===== src/rtl/boolx_pkg.sv =====
package boolx_pkg;
    parameter int WORD_W = 36;
    parameter int HALF_W = WORD_W / 2;
    parameter int OP_W   = 9;
    parameter int ACC_W  = 4;
    parameter int IDX_W  = 4;
    parameter int FN_W   = 4;
    parameter int MODE_W = 2;

    localparam int IDX_LO = HALF_W;
    localparam int IND_B  = HALF_W + IDX_W;
    localparam int ACC_LO = IND_B + 1;
    localparam int OP_LO  = WORD_W - OP_W;

    localparam logic [2:0]        GROUP_BOOL = 3'b100;
    localparam logic [MODE_W-1:0] MODE_IMM   = 2'b01;
    localparam logic [MODE_W-1:0] MODE_MEM   = 2'b10;
    localparam logic [MODE_W-1:0] MODE_BOTH  = 2'b11;

    typedef enum logic [2:0] {
        ST_FETCH   = 3'd0,
        ST_RESOLVE = 3'd1,
        ST_COMBINE = 3'd2,
        ST_WR_ACC  = 3'd3,
        ST_WR_EA   = 3'd4,
        ST_HALT    = 3'd5
    } seq_state_e;

    typedef enum logic [1:0] {
        SEL_PC  = 2'd0,
        SEL_IDX = 2'd1,
        SEL_EA  = 2'd2,
        SEL_ACC = 2'd3
    } addr_sel_e;

    typedef struct packed {
        seq_state_e        state;
        logic [HALF_W-1:0] pc;
        logic [OP_W-1:0]   op;
        logic [ACC_W-1:0]  acc;
        logic              ind;
        logic [IDX_W-1:0]  idx;
        logic [HALF_W-1:0] ea;
        logic [WORD_W-1:0] opr;
        logic              halt;
    } seq_regs_t;
endpackage


===== src/rtl/boolx_mem.sv =====
module boolx_mem #(
    parameter int DEPTH = 32,
    parameter int W     = 36,
    localparam int AW   = $clog2(DEPTH)
) (
    input  logic          clk,
    input  logic          core_we,
    input  logic [AW-1:0] core_addr,
    input  logic [W-1:0]  core_wdata,
    output logic [W-1:0]  core_rdata,
    input  logic          ext_we,
    input  logic [AW-1:0] ext_addr,
    input  logic [W-1:0]  ext_wdata,
    output logic [W-1:0]  ext_rdata
);
    logic [W-1:0] words_q [DEPTH];

    always_ff @(posedge clk) begin
        if (ext_we) begin
            words_q[ext_addr] <= ext_wdata;
        end else if (core_we) begin
            words_q[core_addr] <= core_wdata;
        end
    end

    assign core_rdata = words_q[core_addr];
    assign ext_rdata  = words_q[ext_addr];
endmodule


===== src/rtl/boolx_addr_mux.sv =====
module boolx_addr_mux
    import boolx_pkg::*;
#(
    parameter int AW = 5
) (
    input  addr_sel_e         sel,
    input  logic [HALF_W-1:0] pc,
    input  logic [IDX_W-1:0]  idx,
    input  logic [HALF_W-1:0] ea,
    input  logic [ACC_W-1:0]  acc,
    output logic [AW-1:0]     addr
);
    logic [HALF_W-1:0] wide;

    always_comb begin
        unique case (sel)
            SEL_PC:  wide = pc;
            SEL_IDX: wide = HALF_W'(idx);
            SEL_EA:  wide = ea;
            default: wide = HALF_W'(acc);
        endcase
        addr = wide[AW-1:0];
    end
endmodule


===== src/rtl/boolx_fn.sv =====
module boolx_fn #(
    parameter int W    = 36,
    parameter int FN_N = 4
) (
    input  logic [FN_N-1:0] fn,
    input  logic [W-1:0]    opd,
    input  logic [W-1:0]    accw,
    output logic [W-1:0]    res
);
    for (genvar b = 0; b < W; b++) begin : g_bit
        assign res[b] = fn[{~opd[b], ~accw[b]}];
    end
endmodule


===== src/rtl/boolx_core.sv =====
module boolx_core
    import boolx_pkg::*;
#(
    parameter int DEPTH = 32,
    localparam int AW   = $clog2(DEPTH)
) (
    input  logic              clk,
    input  logic              rst,
    output logic              halt,
    input  logic              mon_we,
    input  logic [AW-1:0]     mon_addr,
    input  logic [WORD_W-1:0] mon_wdata,
    output logic [WORD_W-1:0] mon_rdata
);
    seq_regs_t         r_q, r_d;
    addr_sel_e         sel_d;
    logic              mem_we_d;
    logic [AW-1:0]     mem_addr;
    logic [WORD_W-1:0] mem_rd;
    logic [WORD_W-1:0] fn_res;
    logic [MODE_W-1:0] mode;
    logic [FN_W-1:0]   fn;

    assign mode = r_q.op[MODE_W-1:0];
    assign fn   = r_q.op[MODE_W +: FN_W];
    assign halt = r_q.halt;

    boolx_addr_mux #(.AW(AW)) u_mux (
        .sel(sel_d), .pc(r_q.pc), .idx(r_q.idx), .ea(r_q.ea),
        .acc(r_q.acc), .addr(mem_addr)
    );

    boolx_mem #(.DEPTH(DEPTH), .W(WORD_W)) u_mem (
        .clk(clk), .core_we(mem_we_d), .core_addr(mem_addr),
        .core_wdata(r_q.opr), .core_rdata(mem_rd),
        .ext_we(mon_we), .ext_addr(mon_addr), .ext_wdata(mon_wdata),
        .ext_rdata(mon_rdata)
    );

    boolx_fn #(.W(WORD_W), .FN_N(FN_W)) u_fn (
        .fn(fn), .opd(r_q.opr), .accw(mem_rd), .res(fn_res)
    );

    always_comb begin
        r_d      = r_q;
        sel_d    = SEL_PC;
        mem_we_d = 1'b0;
        unique case (r_q.state)
            ST_FETCH: begin
                sel_d      = SEL_PC;
                r_d.op     = mem_rd[OP_LO +: OP_W];
                r_d.acc    = mem_rd[ACC_LO +: ACC_W];
                r_d.ind    = mem_rd[IND_B];
                r_d.idx    = mem_rd[IDX_LO +: IDX_W];
                r_d.ea     = mem_rd[HALF_W-1:0];
                r_d.pc     = r_q.pc + 1'b1;
                r_d.state  = ST_RESOLVE;
            end
            ST_RESOLVE: begin
                if (r_q.idx != '0) begin
                    sel_d   = SEL_IDX;
                    r_d.ea  = r_q.ea + mem_rd[HALF_W-1:0];
                    r_d.idx = '0;
                end else if (r_q.ind) begin
                    sel_d   = SEL_EA;
                    r_d.ind = mem_rd[IND_B];
                    r_d.idx = mem_rd[IDX_LO +: IDX_W];
                    r_d.ea  = mem_rd[HALF_W-1:0];
                end else if (r_q.op[OP_W-1 -: 3] == GROUP_BOOL) begin
                    sel_d     = SEL_EA;
                    r_d.opr   = (mode == MODE_IMM) ? {{(WORD_W-HALF_W){1'b0}}, r_q.ea} : mem_rd;
                    r_d.state = ST_COMBINE;
                end else begin
                    r_d.halt  = 1'b1;
                    r_d.state = ST_HALT;
                end
            end
            ST_COMBINE: begin
                sel_d     = SEL_ACC;
                r_d.opr   = fn_res;
                r_d.state = (mode == MODE_MEM) ? ST_WR_EA : ST_WR_ACC;
            end
            ST_WR_ACC: begin
                sel_d     = SEL_ACC;
                mem_we_d  = 1'b1;
                r_d.state = (mode == MODE_BOTH) ? ST_WR_EA : ST_FETCH;
            end
            ST_WR_EA: begin
                sel_d     = SEL_EA;
                mem_we_d  = 1'b1;
                r_d.state = ST_FETCH;
            end
            default: begin
                r_d = r_q;
            end
        endcase
    end

    always_ff @(posedge clk) begin
        if (rst) begin
            r_q <= '0;
        end else begin
            r_q <= r_d;
        end
    end

    // once raised, halt holds until reset
    p_halt_sticky_r5: assert property (@(posedge clk) disable iff (rst)
        r_q.halt |=> r_q.halt);

    // a halted sequencer never writes memory
    p_no_write_halted_r5: assert property (@(posedge clk) disable iff (rst)
        r_q.halt |-> !mem_we_d);

    // every fetch advances the program counter by one
    p_fetch_pc_r2: assert property (@(posedge clk) disable iff (rst)
        (r_q.state == ST_FETCH) |=> (r_q.pc == $past(r_q.pc) + 1'b1));

    // an indexing step leaves the index number cleared
    p_idx_clear_r3: assert property (@(posedge clk) disable iff (rst)
        (r_q.state == ST_RESOLVE && r_q.idx != '0) |=> (r_q.idx == '0));

    // the accumulator write goes to the accumulator address
    p_acc_write_r8: assert property (@(posedge clk) disable iff (rst)
        (r_q.state == ST_WR_ACC) |-> (mem_we_d && mem_addr == AW'(r_q.acc)));

    // the memory-only mode never passes through the accumulator write
    p_mem_mode_r8: assert property (@(posedge clk) disable iff (rst)
        (r_q.state == ST_COMBINE && mode == MODE_MEM) |=> (r_q.state == ST_WR_EA));
endmodule


===== config.mk =====
export PLATFORM = sky130hd
export DESIGN_NAME = boolx_core
export DESIGN_NICKNAME = d
export VERILOG_FILES = /design/src/rtl/boolx_pkg.sv /design/src/rtl/boolx_mem.sv /design/src/rtl/boolx_addr_mux.sv /design/src/rtl/boolx_fn.sv /design/src/rtl/boolx_core.sv
export SDC_FILE = /design/constraint.sdc
export NUM_CORES = 2
export LEC_CHECK = 0
export BUFFER_PORTS_ARGS = -buffer_cell sky130_fd_sc_hd__buf_2
export CAP_MARGIN = 20
export CORE_UTILIZATION = 46
export DETAILED_ROUTE_END_ITERATION = 16
export PLACE_DENSITY_LB_ADDON = 0.12
export SLEW_MARGIN = 30
export SYNTH_ARGS = -nofsm -noshare
export SYNTH_HDL_FRONTEND = slang
export SYNTH_SLANG_ARGS = --single-unit

===== constraint.sdc =====
create_clock -name clk -period 5.3 [get_ports clk]
set_input_delay 0.795 -clock clk [delete_from_list [all_inputs] [get_ports clk]]
set_output_delay 0.795 -clock clk [all_outputs]
set_load 0.03 [all_outputs]

; Word-level counts from Yosys, hierarchy flattened
; Memory sizes are Yosys's and may differ from the RTL's.
; Index checks and enable logic that the tools add are counted.
[op_classes]
reduce_logical = 14
magnitude_cmp = 36
mux = 102
addsub = 2
eq_ne = 14
bitwise = 75
[ops]
columns = cell, n
row1 = 2-bit by 3-bit < comparator with 1-bit output (second input constant), 36
row2 = 36-bit two-way mux, 3
row3 = 1-bit inverter, 75
row4 = 37-bit two-way mux, 2
row5 = 1-bit binary-select mux with 2-bit select, 36
row6 = 36-bit case mux with 2 select lines, 1
row7 = 23-bit case mux with 2 select lines, 1
row8 = 1-bit two-way mux, 45
row9 = 36-bit OR reduction, 1
row10 = 23-bit two-way mux, 1
row11 = 22-bit two-way mux, 1
row12 = 18-bit by 1-bit adder with 18-bit output (second input constant), 1
row13 = 18-bit adder, 1
row14 = 3-bit two-way mux, 5
row15 = 3-bit case mux with 5 select lines, 1
row16 = 5-bit case mux with 3 select lines, 1
row17 = 4-bit AND reduction, 2
row18 = 2-bit equality test (second input constant), 3
row19 = 3-bit by 2-bit equality test with 1-bit output (second input constant), 2
row20 = 3-bit equality test (second input constant), 2
row21 = 2-bit two-way mux, 3
row22 = 2-bit != test (second input constant), 3
row23 = 2-bit case mux with 3 select lines, 1
row24 = 5-bit two-way mux, 1
row25 = other kinds (11), 15
[totals]
wordCells = 253
memories = 1
out_inout_bits = 37
mem_bits_rw = 1152
ff_bits = 94
[memory_table]
columns = name, words, word_bits, rd, rd_ports_with_merged_regs, wr, line
row1 = u_mem.words_q, 32, 36, 2, 0, 1, boolx_mem.sv:16  ; logic [W-1:0] words_q [DEPTH];

; Logic depth before layout (Yosys ltp)
; An unclocked memory read counts as a cell.
[logic_depth]
ltp_word = 13
depth_mapped = 25

; Hierarchy
; Synthesis repeated with hierarchy kept, for this count alone.
[unflattened]
hier_cells = 4561
hier_area_um2 = 61522.8
[by_module_without_submodules]
columns = mod, seq_area_each_um2, n_inst, area_per_inst_um2, cells_each
row1 = boolx_mem, 34593.2, 1, 55260.5, 3856
row2 = boolx_core, 1881.8, 1, 5253.8, 650
row3 = boolx_fn, 0.0, 1, 893.4, 48
row4 = boolx_addr_mux, 0.0, 1, 115.1, 7

; Worst setup path before layout
; OpenSTA, ideal clock, no wires.
[synth_path]
kind = register -> register
startpoint = register r_q[58] (netlist bit)
endpoint = register r_q[53] (netlist bit)
arrival_time_ns = 5.541
stages_incl_launch_ff = 23
path_slack_ns = -0.369
period_less_slack_ns = 5.669
required_time_ns = 5.171
cell_sequence = dfxtp_1 -> or4_4 -> nor4b_4 -> o21ai_2 -> a21oi_4 -> buf_6 -> buf_2 -> mux2i_1 -> mux2i_1 -> a2111oi_1 -> nand4_1 -> ha_1 -> fa_1 -> a21o_1 -> a21oi_1 -> o21bai_1 -> a21oi_1 -> o21ai_0 -> a21o_1 -> a311o_1 -> nor3b_1 -> o311ai_0 -> nand2_1
[synth_via]
elab_chain_len = 9
word_cells_on_any_way = 14
[synth_lines]
columns = element, line
row1 = from (decl), boolx_core.sv:15  ; seq_regs_t r_q, r_d;
row2 = from (signal assigned), boolx_core.sv:103  ; r_q <= r_d;
row3 = 4-bit nonzero test, boolx_core.sv:60  ; if (r_q.idx != '0) begin
row4 = 2-bit two-way mux, boolx_core.sv:60
row5 = 2-bit case mux with 3 select lines, boolx_core.sv:48  ; unique case (r_q.state)
row6 = "2-bit equality test, or another cell as far along", boolx_addr_mux.sv:16  ; unique case (sel)
row7 = 5-bit case mux with 3 select lines, boolx_addr_mux.sv:16
row8 = memory read 32 x 36 bit, -
row9 = 18-bit adder / 23-bit two-way mux (equally long branches), "boolx_core.sv:62, boolx_core.sv:64"
row10 = 22-bit two-way mux, boolx_core.sv:60
row11 = 23-bit case mux with 2 select lines, boolx_core.sv:48
; Several ways; a longest one is shown, not always the timed one. The select of a mux whose other input is x is not followed.
; A chain may end at the register's enable or synchronous reset.

; Final worst setup path
[layout_path]
startpoint = register r_q[56] (netlist bit)
endpoint = register r_q[49] (netlist bit)
; Same word-level chain as after synthesis.

==> metrics list <==
- Post-Route Utilization: 54.2%
- Final Max Tran Viols: 0
- The detailed router finished its first iteration with 5411 violations.
- The count of nets left with antenna violations once routing finished came out at 0.
- Number of levels in the clock H-tree: 4
- Fin area: 0.0703 mm^2
* Final estimated routing congestion in global placement: 0.912
* Number of antenna violations at the first check in global routing: 5
- Setup violations remaining at the end of the flow were counted as 0.
- In the routed design, unresolved DRC markers number 0.
* Proportion of register bits with asynchronous set or reset after synthesis: 0%
- Summing over every cut layer, the via total after detailed routing is just under 40000.
* Max-cap violations: 0
* Number of hold-slack violations in the final timing report: 0
* Unrepaired setup endpoints after global routing: true
- PD cells: 504 mW/mm^2
* Element type at the critical path start: register
- In this run, the clock network consumes between 20% and 30% of the power.
- Post-Route Skew: 29.2 ps
- Dividing the detail-routed via count by the number of cells gives about 6.6.
- Counting tap cells, the placed design contains a total of approximately 5700 instances.
- The region available for standard cell placement spans 0.130 mm^2.
- In this run the core area contains 132 standard-cell rows.
* Final cell count without fillers: ~6000
- Data on the critical path arrives at its endpoint at between 5000 and 6000 ps.
* TritonCTS Buffers: 138
- Status: complete, no violations
* Post-synth cell types: 70
- In this run, the combinational gates consume 40.7% of the power.
- TritonCTS built the clock tree.
- Yosys reg bits: 1233
* Number of enable-type register cells in the synthesized netlist: 1152
- After synthesis the cells add up to 0.0603 mm^2.
- Main synth FF type: sky130_fd_sc_hd__edfxtp_1
- Clock tree synthesis found a total of 1233 sinks.
* Ports placed on the boundary: 81
- Type of the worst min-delay path: reg -> reg
- Length of the first detailed-routing pass in iterations: 6
* Slowest cell on the critical path: sky130_fd_sc_hd__or4_4
- Once the floorplan was initialized, standard cells occupied 46.5% of the core.
- Final worst hold slack: 460 ps
- Top library cells by usage in the layout, fill and taps aside: sky130_fd_sc_hd__edfxtp_1 (1152), sky130_fd_sc_hd__mux2i_1 (603), sky130_fd_sc_hd__mux4_2 (395)
- Global-route wire length before repair: 283000 um
* Warnings from Yosys: 0
- Cells along the critical path: or4_4 -> nor4b_4 -> buf_4 -> o21ai_4 -> buf_6 -> a21oi_4 -> buf_6 -> buf_12 -> mux2i_2 -> mux2i_1 -> a32oi_1 -> nand4_1 -> buf_4 -> fa_2 -> a21o_1 -> a21oi_2 -> o21bai_2 -> a21oi_2 -> o21ai_2 -> a21o_1 -> a311o_1 -> xor2_1 -> a222oi_1 -> nor2_1
* Largest net degree at the start of global routing: 100
- HPWL after DPL: 122000 um
* Register share of total power: 32.1%
* Internal portion of total power: approximately 23 mW
- In the final design database the tool counted 4179 nets.
- The die covers 0.133 mm^2.
- Chip width: 364 um
* Deepest clock path buffer count: 3
* Final worst path period need: 5270 ps
* Gate count of the mapped netlist: 3820
- Highest attainable clock frequency: 190 MHz
- Element type at the critical path end: register
- For this design the total switching power over the nets is 12.6 mW.
- Crit share post-route: between 90% and 100%
- Critical Setup Path Class: reg -> reg
- Worst slew margin relative to its limit: 32.9%
* Post-Synthesis Mean Instance Area: 15.8 um^2
* Sequential area share after synthesis: 60.0%
- Worst setup slack before clock tree synthesis: -278 ps
- For the worst setup path, the data required time is 5940 ps.
- Clock Root Buffer: sky130_fd_sc_hd__clkbuf_16
* Static leakage: 22.9 nW
* Vias in the first global route: 38100
- At the later pin of the worst-skew pair, clock insertion delay measures roughly 780 ps.
- Detailed-route wire length per cell: 33.8 um
- Clock-pin slew was measured on the worst setup and hold paths at 60 ps.
- After layout, the worst setup slack is approximately 32 ps.
- CP peak stage delay: roughly 560 ps
- In this run switching power makes up 35.4% of total power.
- Max rail drop VDD: 0.000584 V
- Share of post-route cells with drive strength above 1: 28.8%
* Global route overflow: 0
* Post-synthesis net count: just under 4000
- For this run, the total global-route usage over all layers was measured as between 30 and 40%.
* Placed cell area: 0.0653 mm^2
- The area growth from synthesis to layout is 16.6%.
* Number of buffer cells added on primary ports: 80
- Total wire length: 202000 um
- In this run the worst path has a maximum fanout of 5.
- Leaving out fill and tap cells, the most frequent cell in the layout is sky130_fd_sc_hd__edfxtp_1.
- From bottom edge to top edge, the die measures 364 um.
- For the pin with the worst max-slew slack, the measured transition is 1010 ps.
-- synth_stat cells (15+ instances only) --
library cell               count  area [um^2]
sky130_fd_sc_hd__a211oi_1     89          668
sky130_fd_sc_hd__a21oi_1      58          290
sky130_fd_sc_hd__a32oi_1      60          526
sky130_fd_sc_hd__buf_1        37          139
sky130_fd_sc_hd__buf_2        46          230
sky130_fd_sc_hd__buf_4        18          135
sky130_fd_sc_hd__buf_6        22          248
sky130_fd_sc_hd__clkbuf_1    153          574
sky130_fd_sc_hd__dfxtp_1      81         1620
sky130_fd_sc_hd__edfxtp_1   1152        34600
sky130_fd_sc_hd__ha_1         18          225
sky130_fd_sc_hd__inv_1        59          221
sky130_fd_sc_hd__mux2_2       76          856
sky130_fd_sc_hd__mux2i_1     605         6060
sky130_fd_sc_hd__mux4_2      395         8900
sky130_fd_sc_hd__nand2_1     383         1440
sky130_fd_sc_hd__nand3_1     151          756
sky130_fd_sc_hd__nand4_1      19          119
sky130_fd_sc_hd__nor2_1       85          319
sky130_fd_sc_hd__nor3_1       15         75.1
sky130_fd_sc_hd__o21ai_0      39          195
sky130_fd_sc_hd__o21ai_1      15         75.1
sky130_fd_sc_hd__o22ai_1      70          438
-- final cells by class --
cell class / instances / area, um^2
clock buffer: 173 / 3660
tap: 1742 / 2180
sequential: 1233 / 36200
timing repair buffer: 438 / 4110
inverter: 59 / 226
fill: 10500 / 59500
multi-input combinational: 2246 / 23000
antenna: 4 / 10.0
clock inverter: 80 / 883
-- worst max-delay path, delay by kind of cell (launching register included) --
family                     cells  cell delay (ps)
AOI/OAI and AO/OA             11             2100
and+or+nand+nor                4             1010
buffers and inverters          5              830
adders and majority gates      1              360
muxes                          2              320
DFF                            1              310
xor gates and xnor gates       1              180
-- through the flow --
| step | setup TNS, ps | power [mW] |
|---|---|---|
| global route | -406 | 36.7 |
| finish | 0 | 35.4 |
| global placement | -685 | 25.1 |
| CTS | -2.32 | 35.0 |
| detailed placement | -1220 | 25.2 |
| floorplan | 0 | 20.2 |
-- power groups by stage --
stage | sequential [mW] | clock, mW | combinational [mW]
global route | 11.4 | 10.1 | 15.2
detailed placement | 11.5 | 0 | 13.6
CTS | 11.3 | 9.76 | 13.9
global placement | 11.5 | 0 | 13.5
finish | 11.4 | 9.66 | 14.4
floorplan | 11.5 | 0 | 8.75
-- cells by family after synthesis --
kind of cell	after synthesis	synth area share [%]
compound gates	436	5.12
xor+xnor	18	0.261
fa+ha+maj	19	0.407
buf+inv	341	2.73
flops	1233	60.0
mux	1078	26.3
simple gates	695	5.16
-- state kept, by name, summed over array words and instances, names as in the netlist --
signal and count:
u_mem.words_q 1152, r_q 74, fn 4, mode 2, halt 1
-- what timing repair did --
item	CTS	global route
hold buffers	0	0
buffers inserted	10	11
resized for setup	12	41
pin swaps	8	23
setup endpoints to repair	9	11
gates cloned	1	2
-- routing by layer --
layer  track usage [%]  wire (um)  vias up
li1                  -          -    16100
met2              45.6      90600     2178
met3              5.91      20100      321
met1              44.9      86000    21000
met5                 0          0        -
met4              8.74       5420        0
-- worst paths after layout --
path	from	end	slack (ps)	cells after the start
setup / recovery	r_q[56]	r_q[49]	30	24
hold / removal	halt	halt	460	1
setup reg to reg	r_q[56]	r_q[49]	30	24
hold reg to reg	halt	halt	460	1
Power figures use the tool's default switching activity.
